## config.mk

```make
export PLATFORM = sky130hd
export DESIGN_NAME = can_cfg_guard
export DESIGN_NICKNAME = d
export VERILOG_FILES = /design/src/rtl/can_cfg_pkg.sv /design/src/rtl/can_cfg_regbank.sv /design/src/rtl/can_cfg_edge.sv /design/src/rtl/can_cfg_timeout.sv /design/src/rtl/can_cfg_guard.sv
export SDC_FILE = /design/constraint.sdc
export NUM_CORES = 1
export LEC_CHECK = 0
export CORE_MARGIN = 5
export CORE_UTILIZATION = 37
export CTS_CLUSTER_DIAMETER = 120
export DETAILED_ROUTE_END_ITERATION = 16
export PLACE_DENSITY_LB_ADDON = 0.1
export SYNTH_ARGS = -nofsm -noshare
export SYNTH_HDL_FRONTEND = slang
export SYNTH_SLANG_ARGS = --single-unit
```

## constraint.sdc

```tcl
create_clock -name clk -period 2.4 [get_ports clk]
set_clock_uncertainty 0.05 [all_clocks]
set_input_delay 0.24 -clock clk [delete_from_list [all_inputs] [get_ports clk]]
set_output_delay 0.24 -clock clk [all_outputs]
set_load 0.1 [all_outputs]
```

## src/rtl/can_cfg_pkg.sv

```systemverilog
// can_cfg_pkg: shared types and constants for the configuration guard.
// Assumes: the control field is five bits in the layout of ctrl_t.
package can_cfg_pkg;

    // Number of status registers cleared on entry into configuration.
    localparam int NUM_CLR = 8;

    // Control field width and register addresses.
    localparam int CTRL_W    = 5;
    localparam int ADDR_CTRL = 0;
    localparam int ADDR_TMO  = 1;

    // Control register layout, bit 0 at the bottom.
    typedef struct packed {
        logic diag;      // bit 4: diagnostic mode
        logic one_shot;  // bit 3: no automatic retransmission
        logic silent;    // bit 2: listen-only
        logic unlock;    // bit 1: configuration open
        logic halt;      // bit 0: controller halted
    } ctrl_t;

    // Index of each status-clear strobe.
    typedef enum int {
        CLR_HIPRI   = 0,
        CLR_RXQ0    = 1,
        CLR_RXQ1    = 2,
        CLR_TXQ     = 3,
        CLR_TXPEND  = 4,
        CLR_TXDONE  = 5,
        CLR_TXCANC  = 6,
        CLR_TXEVENT = 7
    } clr_idx_e;

endpackage

```

## src/rtl/can_cfg_regbank.sv

```systemverilog
// can_cfg_regbank: holds the five control bits and applies the write rules.
// Assumes: every gate looks at the register value before the current write;
// wr_en is high for at most one cycle per host access.
module can_cfg_regbank
    import can_cfg_pkg::*;
(
    input  logic  clk,
    input  logic  rst_n,
    input  logic  wr_en,
    input  ctrl_t wr_val,
    output ctrl_t ctrl_q
);

    ctrl_t ctrl_d;
    logic  open_cfg;
    logic  halt_drop;

    // Guarded bits are open only with both halt and unlock already set.
    always_comb open_cfg = ctrl_q.halt && ctrl_q.unlock;

    // Next-state rules for each bit, based on the pre-write state.
    always_comb begin
        ctrl_d    = ctrl_q;
        halt_drop = 1'b0;
        if (wr_en) begin
            ctrl_d.halt = wr_val.halt;
            if (ctrl_q.halt) begin
                ctrl_d.unlock = wr_val.unlock;
            end
            if (open_cfg) begin
                ctrl_d.silent   = wr_val.silent;
                ctrl_d.diag     = wr_val.diag;
                ctrl_d.one_shot = wr_val.one_shot;
            end else begin
                if (!wr_val.silent) ctrl_d.silent = 1'b0;
                if (!wr_val.diag)   ctrl_d.diag   = 1'b0;
            end
            halt_drop = ctrl_q.halt && !wr_val.halt;
            if (halt_drop) begin
                ctrl_d.unlock = 1'b0;
            end
        end
    end

    // Register the control bits; reset leaves the controller halted.
    always_ff @(posedge clk) begin
        if (!rst_n) begin
            ctrl_q <= '{diag: 1'b0, one_shot: 1'b0, silent: 1'b0,
                        unlock: 1'b0, halt: 1'b1};
        end else begin
            ctrl_q <= ctrl_d;
        end
    end

    // unlock cannot move while halt is low.
    p_unlock_locked_r2: assert property (@(posedge clk) disable iff (!rst_n)
        !ctrl_q.halt |=> $stable(ctrl_q.unlock));

    // a falling halt always leaves unlock clear.
    p_halt_fall_clears_r3: assert property (@(posedge clk) disable iff (!rst_n)
        $fell(ctrl_q.halt) |-> !ctrl_q.unlock);

    // silent and diagnostic only rise from the open state.
    p_silent_gate_r8: assert property (@(posedge clk) disable iff (!rst_n)
        $rose(ctrl_q.silent) |-> $past(ctrl_q.halt && ctrl_q.unlock));
    p_diag_gate_r8: assert property (@(posedge clk) disable iff (!rst_n)
        $rose(ctrl_q.diag) |-> $past(ctrl_q.halt && ctrl_q.unlock));

    // one-shot only moves from the open state.
    p_oneshot_gate_r9: assert property (@(posedge clk) disable iff (!rst_n)
        !$stable(ctrl_q.one_shot) |-> $past(ctrl_q.halt && ctrl_q.unlock));

endmodule

```

## src/rtl/can_cfg_edge.sv

```systemverilog
// can_cfg_edge: detects unlock rising and fans a one-cycle pulse out to the
// status-clear strobes and the timeout preload strobe.
// Assumes: unlock comes straight from a register.
module can_cfg_edge #(
    parameter int NUM_CLR = 8
) (
    input  logic               clk,
    input  logic               rst_n,
    input  logic               unlock,
    output logic [NUM_CLR-1:0] clr,
    output logic               load
);

    logic unlock_d;
    logic rise;

    // Delay unlock by one cycle for the edge compare.
    always_ff @(posedge clk) begin
        if (!rst_n) unlock_d <= 1'b0;
        else        unlock_d <= unlock;
    end

    // The pulse lasts for the single cycle in which the two registers differ.
    always_comb rise = unlock && !unlock_d;

    // One strobe per status register.
    for (genvar i = 0; i < NUM_CLR; i++) begin : g_clr
        assign clr[i] = rise;
    end

    // The preload strobe shares the same pulse.
    always_comb load = rise;

    // a strobe never lasts two cycles.
    p_strobe_single_r4: assert property (@(posedge clk) disable iff (!rst_n)
        load |=> !load);

    // the strobe needs unlock high.
    p_strobe_needs_unlock_r4: assert property (@(posedge clk) disable iff (!rst_n)
        load |-> unlock);

endmodule

```

## src/rtl/can_cfg_timeout.sv

```systemverilog
// can_cfg_timeout: holds the timeout period and presents it as the preload
// value for the timeout counter.
// Assumes: the period can be written in any controller state.
module can_cfg_timeout #(
    parameter int TMO_W = 16
) (
    input  logic             clk,
    input  logic             rst_n,
    input  logic             wr_en,
    input  logic [TMO_W-1:0] wr_val,
    output logic [TMO_W-1:0] period_q
);

    // Store the period; it resets to all ones.
    always_ff @(posedge clk) begin
        if (!rst_n)     period_q <= '1;
        else if (wr_en) period_q <= wr_val;
    end

    // without a write the period holds.
    p_period_hold_r12: assert property (@(posedge clk) disable iff (!rst_n)
        !wr_en |=> $stable(period_q));

endmodule

```

## src/rtl/can_cfg_guard.sv

```systemverilog
// can_cfg_guard: top of the configuration guard. Decodes host writes, holds
// the control bits and the timeout period, and drives the strobes, hold-idle
// and write qualifiers.
// Assumes: DATA_W >= TMO_W >= CTRL_W; reads are combinational.
module can_cfg_guard
    import can_cfg_pkg::*;
#(
    parameter int ADDR_W = 4,
    parameter int DATA_W = 32,
    parameter int TMO_W  = 16
) (
    input  logic               clk,
    input  logic               rst_n,
    input  logic [ADDR_W-1:0]  bus_addr,
    input  logic [DATA_W-1:0]  bus_wdata,
    input  logic               bus_wr,
    output logic [DATA_W-1:0]  bus_rdata,
    output logic [NUM_CLR-1:0] stat_clr,
    output logic               tmo_load,
    output logic [TMO_W-1:0]   tmo_value,
    output logic               hdl_hold_idle,
    output logic               txadd_wr_ok,
    output logic               txcancel_wr_ok
);

    localparam logic [ADDR_W-1:0] A_CTRL = ADDR_W'(ADDR_CTRL);
    localparam logic [ADDR_W-1:0] A_TMO  = ADDR_W'(ADDR_TMO);

    logic             wr_ctrl;
    logic             wr_tmo;
    ctrl_t            ctrl_q;
    logic [TMO_W-1:0] period_q;
    logic             unused_hi;

    // Decode the write strobe by address.
    always_comb begin
        wr_ctrl = bus_wr && (bus_addr == A_CTRL);
        wr_tmo  = bus_wr && (bus_addr == A_TMO);
    end

    // Upper write-data bits are not stored anywhere.
    always_comb unused_hi = ^bus_wdata[DATA_W-1:TMO_W];

    can_cfg_regbank u_regs (
        .clk    (clk),
        .rst_n  (rst_n),
        .wr_en  (wr_ctrl),
        .wr_val (ctrl_t'(bus_wdata[CTRL_W-1:0])),
        .ctrl_q (ctrl_q)
    );

    can_cfg_edge #(.NUM_CLR(NUM_CLR)) u_edge (
        .clk    (clk),
        .rst_n  (rst_n),
        .unlock (ctrl_q.unlock),
        .clr    (stat_clr),
        .load   (tmo_load)
    );

    can_cfg_timeout #(.TMO_W(TMO_W)) u_tmo (
        .clk      (clk),
        .rst_n    (rst_n),
        .wr_en    (wr_tmo),
        .wr_val   (bus_wdata[TMO_W-1:0]),
        .period_q (period_q)
    );

    // Handler hold and request-register qualifiers follow unlock.
    always_comb begin
        tmo_value      = period_q;
        hdl_hold_idle  = ctrl_q.unlock;
        txadd_wr_ok    = !ctrl_q.unlock;
        txcancel_wr_ok = !ctrl_q.unlock;
    end

    // Read mux: control field, period, or zero.
    always_comb begin
        bus_rdata = '0;
        if (bus_addr == A_CTRL)     bus_rdata[CTRL_W-1:0] = ctrl_q;
        else if (bus_addr == A_TMO) bus_rdata[TMO_W-1:0]  = period_q;
    end

    // entering configuration clears every status register at once.
    p_rise_clears_r4: assert property (@(posedge clk) disable iff (!rst_n)
        $rose(hdl_hold_idle) |-> (&stat_clr && tmo_load));

    // the preload value is the stored period whenever it loads.
    p_load_value_r5: assert property (@(posedge clk) disable iff (!rst_n)
        tmo_load |-> (tmo_value == period_q));

endmodule

```

==> results.json <==
{
  "status": "complete, no violations",
  "routabilityCongestion": 0.733,
  "wl_per_cell_um": 12.6,
  "start_util_pct": 39.3,
  "via_count": 1072,
  "core_area_mm2": 0.00342,
  "setup_tns_ns": 0,
  "grt_pass1_vias": 1095,
  "placementRows": 21,
  "power.density_mw_per_mm2": 441,
  "hold_slack_ns": 0.428,
  "drt_pass1_iterations": 4,
  "nets": 241,
  "io_buffers": 66,
  "cts_buffer_depth": 2,
  "cts_num_sinks": 22,
  "slowest_stage": "or3_2",
  "die-area_mm2": 0.00494,
  "r2r-end": "u_regs.ctrl_q[3]",
  "yosys.area.top_type_share_pct": 32.8,
  "netlist_instances": 145,
  "clock-root-buffer": "clkbuf_4",
  "required_ns": 2.11,
  "regArea_um2": 444,
  "synth_cell_types": 25,
  "worst_path_largest_cell_delay_ns": 0.59,
  "worstSetupPathType": "primary input to primary output",
  "timing.rr.start": "u_regs.ctrl_q[0]",
  "antennaDiodeCount": 0,
  "final_core_util_pct": 60.6,
  "h-tree-depth": 1,
  "min_from": "u_regs.ctrl_q[3]",
  "worstSetupStartpointType": "primary input",
  "synth_enable_flop_cells": 0,
  "worst-endpoint-arrival_ns": 1.73,
  "async_flop_share_pct": 0,
  "nFillCells": 300,
  "regToRegSetupSlack_ns": 1.26,
  "die_w_um": 70.3,
  "hold_buffers": 0,
  "maxCapViolations": 0,
  "fin_crit_sh_pct": 84.3,
  "cp-end-kind": "primary output",
  "syn_to_final_growth_pct": 54.0,
  "yosysMostFrequentCell": "nor2b_1",
  "grt_pass1_wl_mm": 5.12,
  "ys.flop_type": "dfxtp_1",
  "hold_viol_final": 0,
  "layout-drive-gt1-share_pct": 32.3,
  "crit_buf_inv": 2,
  "ys_ff_latch": 22,
  "path_clk_slew_ns": 0.12,
  "grt_max_degree": 34,
  "cts_tree": "yes",
  "r2r_cells": 3,
  "cts_buffers": 3,
  "fin_area_mm2": 0.00207,
  "period_minus_slack_ns": 2.02,
  "track_usage_pct": 12.4,
  "ys_seq_area_share_pct": 32.8,
  "setup_viol": 0,
  "synth_commonest_cells": "nor2b_1 (34), buf_4 (25), dfxtp_1 (22), mux2i_1 (22), and2_1 (12)",
  "drc": 0,
  "antenna_found_initial": 0,
  "min_to": "u_regs.ctrl_q[3]",
  "die-height_um": 70.3,
  "postPlaceCellArea_mm2": 0.00203,
  "hold_depth": 2,
  "vias_per_cell": 4.34,
  "rsz0062_at_grt": "no",
  "wl_mm": 3.12,
  "io_pins": 99,
  "syn_avg_cell_area_um2": 9.27,
  "syn_area_mm2": 0.00134,
  "cts.repair.resized": 0,
  "fmax_mhz": 494,
  "dp_hpwl_mm": 2.55,
  "grt_overflow": 0,
  "leakage_nw": 0.825,
  "insertion_delay_ns": 0.30,
  "drt_iter0_markers": 33,
  "multi_input_area_um2": 743,
  "vdd_drop_max_mv": 0.219,
  "synth.area.top_cells": "dfxtp_1 (33%), mux2i_1 (16%), nor2b_1 (16%), buf_4 (14%), and2_1 (5.6%)",
  "drv_slew": 0,
  "fin_cells": 247,
  "hp-class": "register to register",
  "synth-warning-count": 0,
  "antenna_left": 0,
  "path_cells": "clkdlybuf4s50_1, or3_2, nor2_2, buf_12",
  "cts_setup_buffers": 0,
  "dp.cells": 243,
  "critPathTopFamily": "simple AND/OR/NAND/NOR gates",
  "synth_largest_area_cell": "dfxtp_1",
  "path_max_fanout": 5
}
[stage by stage]
step                      setup slack [ns]  power (W)
final                                0.377   0.000914
after detailed placement             0.374   0.000720
after floorplan                     -0.285   0.000650
after CTS                            0.366   0.000924
after global placement               0.386   0.000718
after global routing                 0.302   0.000948
[sequential cells by signal, indices dropped and copies added, names as in the netlist]
signal / cells
u_edge.unlock_d: 1
u_tmo.period_q: 16
u_regs.ctrl_q: 5
[cell families (layout without fill, tap and decap cells)]
family                 count (synthesis)  after routing  share of synthesized area (%)
muxes                                 23             23                           17.2
AOI/OAI and AO/OA                      3              3                           2.33
buffers and inverters                 34             75                           18.3
other                                  1             16                          0.279
and+or+nand+nor                       62             62                           29.0
DFF                                   22             22                           32.8
[worst min-delay path, stage by stage (launching register included)]
cell	delay [ns]
dfxtp_1	0.33
nand2_1	0.05
mux2i_1	0.06
[routing by layer]
layer / vias to the layer above / GRT usage (%) / share of wire (%)
li1: 541 / - / -
met1: 477 / 15.4 / 41
met2: 52 / 21.0 / 49
met3: 2 / 4.02 / 9.6
met4: 0 / 2.55 / 0.29
met5: - / 0 / 0
[placed cells by master, fill, tap and decap left out]
cell type         n
nand2_1           2
nor2b_1          34
conb_1           16
and4_1            1
clkbuf_8          1
nor2_4            1
dfxtp_4           1
o221a_1           2
and3_1            1
clkbuf_4          3
buf_4            32
or3_2             1
buf_12           16
and2_1           12
mux2i_1          22
clkdlybuf4s50_1  22
clkinvlp_4        1
nor3_1            1
mux2_2            1
a22o_1            1
or3_4             1
nor2_2            4
nor4b_2           1
dfxtp_1          21
nor3b_4           1
nand3_1           1
or3b_4            1
[where the power goes]
group	switching (W)	internal (W)
clock	0.000110	0.0000924
combinational	0.000246	0.0000946
sequential	0.00000305	0.000368
total	0.000359	0.000555
[layout make-up]
cell class,instances,share of cell area [%]
Inverter,1,0.363
Sequential cell,22,21.5
Multi-Input combinational cell,104,35.9
Tap cell,46,2.78
Timing Repair Buffer,70,37.7
Clock buffer,4,1.75
[worst max path at each step]
stage	start	to	slack, ns	cells after the start
after global routing	bus_addr[1]	bus_rdata[1]	0.30	4
after floorplan	u_regs.ctrl_q[1]	stat_clr[0]	-0.28	3
after global placement	bus_addr[1]	bus_rdata[3]	0.39	4
after CTS	bus_addr[1]	bus_rdata[1]	0.37	4
final	bus_addr[1]	bus_rdata[1]	0.38	4
after detailed placement	bus_addr[1]	bus_rdata[1]	0.37	4
Note: power is estimated with default switching activity, not from simulation.
